==> src/rtl/padOwnerPkg.sv <==
package padOwnerPkg;
  localparam int NUM_PADS  = 11;
  localparam int CFG_W     = 8;
  localparam int I2C_BIT   = 3;
  localparam int SPI_BIT   = 4;
  localparam int QSPI_BIT  = 5;
  localparam int UART_BIT  = 6;
  localparam int SPI_DQ_W  = 2;
  localparam int QSPI_DQ_W = 2;

  // Pad positions; each group is contiguous
  localparam int PAD_OSC = 0;
  localparam int PAD_SCL = 1;
  localparam int PAD_SDA = 2;
  localparam int PAD_CS  = 3;
  localparam int PAD_SCK = 4;
  localparam int PAD_SDQ = 5;
  localparam int PAD_QDQ = PAD_SDQ + SPI_DQ_W;
  localparam int PAD_TX  = PAD_QDQ + QSPI_DQ_W;
  localparam int PAD_RX  = PAD_TX + 1;

  localparam logic [CFG_W-1:0] CFG_MASK =
    (CFG_W'(1) << I2C_BIT) | (CFG_W'(1) << SPI_BIT) |
    (CFG_W'(1) << QSPI_BIT) | (CFG_W'(1) << UART_BIT);
  localparam logic [CFG_W-1:0] CFG_RESET = CFG_W'(1) << SPI_BIT;

  // Ownership strobes passed from control to datapath
  typedef struct packed {
    logic osc;
    logic i2c;
    logic spi;
    logic qspi;
    logic uart;
  } ownT;
endpackage

==> src/rtl/padOwnerCtrl.sv <==
module padOwnerCtrl
  import padOwnerPkg::*;
#(
  parameter int NPADS = NUM_PADS,
  parameter int CW    = CFG_W
) (
  input  logic          clk,
  input  logic          rstN,
  input  logic          testMode,
  input  logic          cfgWe,
  input  logic [CW-1:0] cfgWdata,
  output logic [CW-1:0] cfgRdata,
  output ownT           own,
  output logic [NPADS-1:0] claim
);
  logic [CW-1:0] cfgReg;

  always_ff @(posedge clk or negedge rstN) begin
    if (!rstN)      cfgReg <= CW'(CFG_RESET);
    else if (cfgWe) cfgReg <= cfgWdata & CW'(CFG_MASK);
  end

  assign cfgRdata = cfgReg;

  always_comb begin
    own.osc  = testMode;
    own.i2c  = cfgReg[I2C_BIT];
    own.spi  = cfgReg[SPI_BIT];
    own.qspi = cfgReg[QSPI_BIT];
    own.uart = cfgReg[UART_BIT];
  end

  always_comb begin
    claim = '0;
    claim[PAD_OSC] = own.osc;
    claim[PAD_SCL] = own.i2c;
    claim[PAD_SDA] = own.i2c;
    claim[PAD_CS]  = own.spi;
    claim[PAD_SCK] = own.spi;
    for (int k = 0; k < SPI_DQ_W; k++)  claim[PAD_SDQ + k] = own.spi;
    for (int k = 0; k < QSPI_DQ_W; k++) claim[PAD_QDQ + k] = own.qspi;
    claim[PAD_TX]  = own.uart;
    claim[PAD_RX]  = own.uart;
  end

  // Reserved bits never read back set
  p_reserved_zero_r10: assert property (@(posedge clk) disable iff (!rstN)
    (cfgRdata & ~CW'(CFG_MASK)) == '0);
  // Claim on the SPI pads follows the written enable one edge later
  p_claim_tracks_write_r10: assert property (@(posedge clk) disable iff (!rstN)
    cfgWe |=> (claim[PAD_CS] == $past(cfgWdata[SPI_BIT])));
  // Without a write the register holds
  p_cfg_hold_r10: assert property (@(posedge clk) disable iff (!rstN)
    !cfgWe |=> $stable(cfgRdata));
endmodule

==> src/rtl/padOwnerRoute.sv <==
module padOwnerRoute
  import padOwnerPkg::*;
#(
  parameter int NPADS = NUM_PADS
) (
  input  logic             clk,
  input  logic             rstN,
  input  ownT              own,
  input  logic [NPADS-1:0] claim,
  input  logic             oscClk,
  input  logic [NPADS-1:0] gpioOut,
  input  logic [NPADS-1:0] gpioOe,
  output logic [NPADS-1:0] gpioIn,
  input  logic             i2cSclLow,
  input  logic             i2cSdaLow,
  output logic             i2cSclIn,
  output logic             i2cSdaIn,
  input  logic             spiCsN,
  input  logic             spiSck,
  input  logic [SPI_DQ_W-1:0]  spiDqOut,
  input  logic [SPI_DQ_W-1:0]  spiDqOe,
  output logic [SPI_DQ_W-1:0]  spiDqIn,
  input  logic [QSPI_DQ_W-1:0] qspiDqOut,
  input  logic [QSPI_DQ_W-1:0] qspiDqOe,
  output logic [QSPI_DQ_W-1:0] qspiDqIn,
  input  logic             uartTx,
  output logic             uartRx,
  input  logic [NPADS-1:0] padIn,
  output logic [NPADS-1:0] padOut,
  output logic [NPADS-1:0] padOe
);
  logic [NPADS-1:0] perOut;
  logic [NPADS-1:0] perOe;

  // Peripheral-side value for every pad, used only where claimed
  always_comb begin
    perOut = '0;
    perOe  = '0;
    perOut[PAD_OSC] = oscClk;
    perOe[PAD_OSC]  = 1'b1;
    perOe[PAD_SCL]  = i2cSclLow;   // open drain: enable only to pull low
    perOe[PAD_SDA]  = i2cSdaLow;
    perOut[PAD_CS]  = spiCsN;
    perOe[PAD_CS]   = 1'b1;
    perOut[PAD_SCK] = spiSck;
    perOe[PAD_SCK]  = 1'b1;
    for (int k = 0; k < SPI_DQ_W; k++) begin
      perOut[PAD_SDQ + k] = spiDqOut[k];
      perOe[PAD_SDQ + k]  = spiDqOe[k];
    end
    for (int k = 0; k < QSPI_DQ_W; k++) begin
      perOut[PAD_QDQ + k] = qspiDqOut[k];
      perOe[PAD_QDQ + k]  = qspiDqOe[k];
    end
    perOut[PAD_TX] = uartTx;
    perOe[PAD_TX]  = 1'b1;
  end

  for (genvar p = 0; p < NPADS; p++) begin : g_pad
    assign padOut[p] = claim[p] ? perOut[p] : gpioOut[p];
    assign padOe[p]  = claim[p] ? perOe[p]  : gpioOe[p];
    assign gpioIn[p] = padIn[p] & ~claim[p];

    // Claimed pads are invisible to the I/O controller
    p_isolate_r8: assert property (@(posedge clk) disable iff (!rstN)
      claim[p] |-> (gpioIn[p] == 1'b0));
  end

  assign i2cSclIn = own.i2c ? padIn[PAD_SCL] : 1'b1;
  assign i2cSdaIn = own.i2c ? padIn[PAD_SDA] : 1'b1;
  assign uartRx   = own.uart ? padIn[PAD_RX] : 1'b1;

  for (genvar k = 0; k < SPI_DQ_W; k++) begin : g_sdqIn
    assign spiDqIn[k] = own.spi & padIn[PAD_SDQ + k];
  end
  for (genvar k = 0; k < QSPI_DQ_W; k++) begin : g_qdqIn
    assign qspiDqIn[k] = own.qspi & padIn[PAD_QDQ + k];
  end

  p_osc_drive_r2: assert property (@(posedge clk) disable iff (!rstN)
    own.osc |-> (padOe[PAD_OSC] && padOut[PAD_OSC] == oscClk));
  p_i2c_open_drain_r3: assert property (@(posedge clk) disable iff (!rstN)
    own.i2c |-> (padOut[PAD_SCL] == 1'b0 && padOut[PAD_SDA] == 1'b0));
  p_uart_dir_r6: assert property (@(posedge clk) disable iff (!rstN)
    own.uart |-> (padOe[PAD_TX] && !padOe[PAD_RX]));
  p_i2c_idle_r9: assert property (@(posedge clk) disable iff (!rstN)
    !own.i2c |-> (i2cSclIn && i2cSdaIn));
endmodule

==> src/rtl/padOwnerMux.sv <==
module padOwnerMux
  import padOwnerPkg::*;
(
  input  logic        clk,
  input  logic        rstN,
  input  logic        testMode,
  input  logic        cfgWe,
  input  logic [7:0]  cfgWdata,
  output logic [7:0]  cfgRdata,
  input  logic        oscClk,
  input  logic [10:0] gpioOut,
  input  logic [10:0] gpioOe,
  output logic [10:0] gpioIn,
  output logic [10:0] gpioClaim,
  input  logic        i2cSclLow,
  input  logic        i2cSdaLow,
  output logic        i2cSclIn,
  output logic        i2cSdaIn,
  input  logic        spiCsN,
  input  logic        spiSck,
  input  logic [1:0]  spiDqOut,
  input  logic [1:0]  spiDqOe,
  output logic [1:0]  spiDqIn,
  input  logic [1:0]  qspiDqOut,
  input  logic [1:0]  qspiDqOe,
  output logic [1:0]  qspiDqIn,
  input  logic        uartTx,
  output logic        uartRx,
  input  logic [10:0] padIn,
  output logic [10:0] padOut,
  output logic [10:0] padOe
);
  ownT              own;
  logic [10:0]      claim;

  padOwnerCtrl #(.NPADS(NUM_PADS), .CW(CFG_W)) u_ctrl (
    .clk      (clk),
    .rstN     (rstN),
    .testMode (testMode),
    .cfgWe    (cfgWe),
    .cfgWdata (cfgWdata),
    .cfgRdata (cfgRdata),
    .own      (own),
    .claim    (claim)
  );

  padOwnerRoute #(.NPADS(NUM_PADS)) u_route (
    .clk       (clk),
    .rstN      (rstN),
    .own       (own),
    .claim     (claim),
    .oscClk    (oscClk),
    .gpioOut   (gpioOut),
    .gpioOe    (gpioOe),
    .gpioIn    (gpioIn),
    .i2cSclLow (i2cSclLow),
    .i2cSdaLow (i2cSdaLow),
    .i2cSclIn  (i2cSclIn),
    .i2cSdaIn  (i2cSdaIn),
    .spiCsN    (spiCsN),
    .spiSck    (spiSck),
    .spiDqOut  (spiDqOut),
    .spiDqOe   (spiDqOe),
    .spiDqIn   (spiDqIn),
    .qspiDqOut (qspiDqOut),
    .qspiDqOe  (qspiDqOe),
    .qspiDqIn  (qspiDqIn),
    .uartTx    (uartTx),
    .uartRx    (uartRx),
    .padIn     (padIn),
    .padOut    (padOut),
    .padOe     (padOe)
  );

  assign gpioClaim = claim;
endmodule

==> config.mk <==
export PLATFORM = sky130hd
export DESIGN_NAME = padOwnerMux
export DESIGN_NICKNAME = d
export VERILOG_FILES = /design/src/rtl/padOwnerPkg.sv /design/src/rtl/padOwnerCtrl.sv /design/src/rtl/padOwnerRoute.sv /design/src/rtl/padOwnerMux.sv
export SDC_FILE = /design/constraint.sdc
export NUM_CORES = 1
export LEC_CHECK = 0
export BUFFER_PORTS_ARGS = -buffer_cell sky130_fd_sc_hd__buf_4
export CORE_UTILIZATION = 25
export CTS_BUF_LIST = sky130_fd_sc_hd__clkbuf_2 sky130_fd_sc_hd__clkbuf_4 sky130_fd_sc_hd__clkbuf_8
export DETAILED_ROUTE_END_ITERATION = 7
export PLACE_DENSITY = 0.75
export RECOVER_POWER = 25
export SLEW_MARGIN = 25
export SYNTH_ARGS = -nofsm -noshare
export SYNTH_HDL_FRONTEND = slang
export SYNTH_HIERARCHICAL = 1
export SYNTH_SLANG_ARGS = --single-unit
==> constraint.sdc <==
create_clock -name clk -period 2.75 [get_ports clk]
set_clock_uncertainty 0.15 [all_clocks]
set_input_delay 0.4125 -clock clk [delete_from_list [all_inputs] [get_ports clk]]
set_output_delay 0.4125 -clock clk [all_outputs]
set_load 0.01 [all_outputs]
== After elaboration in Yosys (flattened, before gate mapping) ==
Cells that the tools add are included.

* Add/subtract/negate cells: 0
* Multiply operators: 0
* Div/mod/pow operators: 0
* $lt $le $gt $ge: 0
* Equality and inequality tests: 0
* Shift-type cells: 0
* Mux-type cells: 25
* Bitwise gates (word level): 20
* Reductions and logical operators: 0

{| class="wikitable"
|+ Operator list
! kind !! count
|-
| 1-bit 2-to-1 mux || 25
|-
| 1-bit AND || 15
|-
| 1-bit NOT || 5
|}

* Register bits after elaboration: 4
* Bits in latches: 0
* RAM bits: 0
* Bits in read-only memories: 0
* Bits of input ports: 59
* Output and inout port bits: 59
* Word-level logic and storage cells: 46
* Memories: 0

== Longest topological paths before layout ==
* Depth after elaboration: 2
* Mapped depth: 2
* Mapped depth without buffers: 1

== Hierarchy ==
Netlist, hierarchy kept.

{| class="wikitable"
|+ Modules (own cells, without submodules)
! module !! instances !! cells each !! area each (sq um) !! seq. area each (sq um)
|-
| padOwnerRoute || 1 || 40 || 382.9 || 0.0
|-
| padOwnerCtrl || 1 || 29 || 300.3 || 101.3
|}

== Least setup slack after synthesis ==
No wires, ideal clock.

* Path kind: flip-flop to output port
* Start point: register u_ctrl.cfgReg[4] (netlist: u_ctrl/cfgRdata[4])
* End point: output padOe[5]
* Arrival: 1.049 ns
* Required time: 2.188 ns
* Slack: 1.139 ns
* Cell stages (with the launch flop): 3
* Path buffers: 1
* Cells stage by stage: dfstp_2 buf_4 mux2_4

* Cells in the longest elaborated chain, start to end: 1

{| class="wikitable"
|+ Ends and longest elaborated chain
! what !! RTL line !! RTL
|-
| from (decl) || padOwnerCtrl.sv:16 || <nowiki>logic [CW-1:0] cfgReg;</nowiki>
|-
| from (signal assigned) || padOwnerCtrl.sv:19 || <nowiki>if (!rstN) cfgReg <= CW'(CFG_RESET);</nowiki>
|-
| from (signal assigned) || padOwnerCtrl.sv:20 || <nowiki>else if (cfgWe) cfgReg <= cfgWdata & CW'(CFG_MASK);</nowiki>
|-
| 1-bit 2-to-1 mux || padOwnerRoute.sv:61 || <nowiki>assign padOe[p] = claim[p] ? perOe[p] : gpioOe[p];</nowiki>
|-
| to (decl) || padOwnerMux.sv:31 || <nowiki>output logic [10:0] padOe</nowiki>
|}

Every way passes these cells.

== Worst setup path after layout ==
* Start point: register u_ctrl.cfgReg[4] (netlist: u_ctrl/cfgRdata[4])
* End point: output padOut[5]

* Cells in the longest elaborated chain, start to end: 1

{| class="wikitable"
|+ Ends and longest elaborated chain
! what !! RTL line !! RTL
|-
| 1-bit 2-to-1 mux || padOwnerRoute.sv:60 || <nowiki>assign padOut[p] = claim[p] ? perOut[p] : gpioOut[p];</nowiki>
|-
| to (decl) || padOwnerMux.sv:30 || <nowiki>output logic [10:0] padOut,</nowiki>
|}

Every way passes these cells.

==> results.cfg <==
[run_status]
outcome = finished, final reports clean

[critical_path]
cpPeakStageDelay_ns = 0.97
worstPathArrival_ns = 1.70
r2r_end = u_ctrl/cfgRdata[4]
worstPathCellList = mux2_4 -> buf_4
critical_path_required_ns = 2.19
critPathKind = flip-flop to primary output
r2r-start = u_ctrl/cfgRdata[4]
cp-end-kind = primary output
cp_slowest_cell = dfstp_1
crit_path_start_kind = flip-flop
rrSetupSlack_ns = 1.28
path_max_fanout = 20
reg2reg_depth = 1

[final_layout]
largest_reg_flops = 4
num_antenna_cells = 0
area_delta_synth_final_pct = 108.7
final_common_cell = buf_4
final_cell_mix = 101 x buf_4, 14 x mux2_4, 11 x nor2b_1, 8 x clkbuf_1
final_nets = 226
filler_cell_count = 230
drive_gt1_share_pct = 78.92

[synthesis]
syn-cell-area_sq_um = 675.6
yosysWarnings = 6
synth_area_per_cell_sq_um = 9.936
netlist_instances = 68

[flow_run]
cap_violations = 0

[global_routing]
grt_start_max_net_pins = 21
grtUsageTotal_pct = 12.35
antenna_found_initial = 0
grt_overflow = 0
grt_pass1_wl_um = 2601
grt_pass1_vias = 638

[min_path]
min_path_type = input pin to flip-flop
min_from = cfgWdata[5]
holdPathStages = 2
hold_end = u_ctrl/cfgRdata[5]

[sta]
fin_crit_sh_pct = 82.14
fin_crit_ns = 2.259
final_max_slew_viol_count = 0
rsz0062_at_grt = no
max_freq_ghz = 0.4427
hold_viol = 0
relSlewSlack_pct = 51.47
setup_viol = 0
setup_tns_ns = 0
tightest_slew_ns = 0.7280

[power]
powerDensity_nw_per_um2 = 317.7
ir_worst_vdd_uv = 244.1
total_power_w = 0.0004480
p_leak_nw = 0.7808

[clock_tree]
cts_tree = built
path_clk_slew_ns = 0.04
htree_levels = 1
cts_resized = 0
numClockSinks = 4
clockBufferDepth = 2
clock_latency_ns = 0.23
cts_buffers = 3
cts_root_buffer = clkbuf_4

[place]
hpwlAfterDp_um = 1826
gp_routability_congestion = 0.7130
portBuffers = 109

[routing]
drtIter0Drc = 2
vias_per_cell = 4.092
post-route-drc-count = 0
wl_per_cell_um = 10.80
ant_nets = 0
vias = 802
wirelength_um = 2117
first_pass_iters = 2

[die]
start_util_pct = 26.79
die-area_sq_um = 2914
die_h_um = 53.99
coreArea_sq_um = 2522
rows = 18
die_x_um = 53.99
io-pin-count = 118
-- report_power, final --
| group | total [W] | internal [W] | switching (W) |
|---|---|---|---|
| registers | 0.0000903 | 0.0000657 | 0.0000246 |
| clock network | 0.0000881 | 0.0000643 | 0.0000238 |
| logic | 0.000270 | 0.000179 | 0.0000906 |
| total | 0.000448 | 0.000309 | 0.000139 |
-- per-layer routing --
metal,vias to the layer above,track usage (%),part of all wire [%]
met5,-,0,0
met4,0,5.128,0.47
met3,2,1.130,12
met2,60,26.95,57
met1,347,10.95,30
li1,393,-,-
-- worst max-delay path: cells and delay by family (launching register included) --
kind | cells | cell delay [ns]
DFF | 1 | 0.97
muxes | 1 | 0.35
buffers and inverters | 1 | 0.14
-- what timing repair did --
action                                 in CTS  in global routing
endpoints found under the hold margin       4                  0
setup buffers                               0                  0
hold buffers                                1                  0
-- per-stage QoR --
stage               instances  hold slack (ns)  utilization [%]  area, sq um  setup WS (ns)
floorplan                  71         -0.03309                -        686.9          1.139
global route              196           0.2625            55.90         1410         0.3778
finish                    196           0.2638            55.90         1410         0.4910
detailed placement        191          0.06132            55.51         1400         0.9176
CTS                       196           0.2550            57.09         1440         0.6734
global placement          191          0.06026            55.51         1400         0.9628
-- final cells by class --
class	instances	area, sq um	area share (%)
clock buffer	4	30.03	2.130
multi-input combinational	48	442.9	31.41
tap	30	37.54	2.662
timing repair buffer	110	798.3	56.61
sequential	4	101.3	7.187
-- worst max path at each step --
stage	from	to	slack [ns]	cells past startpoint
after floorplan	u_ctrl/cfgRdata[4]	padOe[5]	1.14	2
after global placement	u_ctrl/cfgRdata[4]	padOut[3]	0.96	2
after detailed placement	u_ctrl/cfgRdata[4]	padOut[5]	0.92	2
after CTS	u_ctrl/cfgRdata[4]	padOut[5]	0.67	2
after global routing	u_ctrl/cfgRdata[4]	padOut[5]	0.38	2
final	u_ctrl/cfgRdata[4]	padOut[5]	0.49	2
Note: power is estimated with default switching activity, not from simulation.
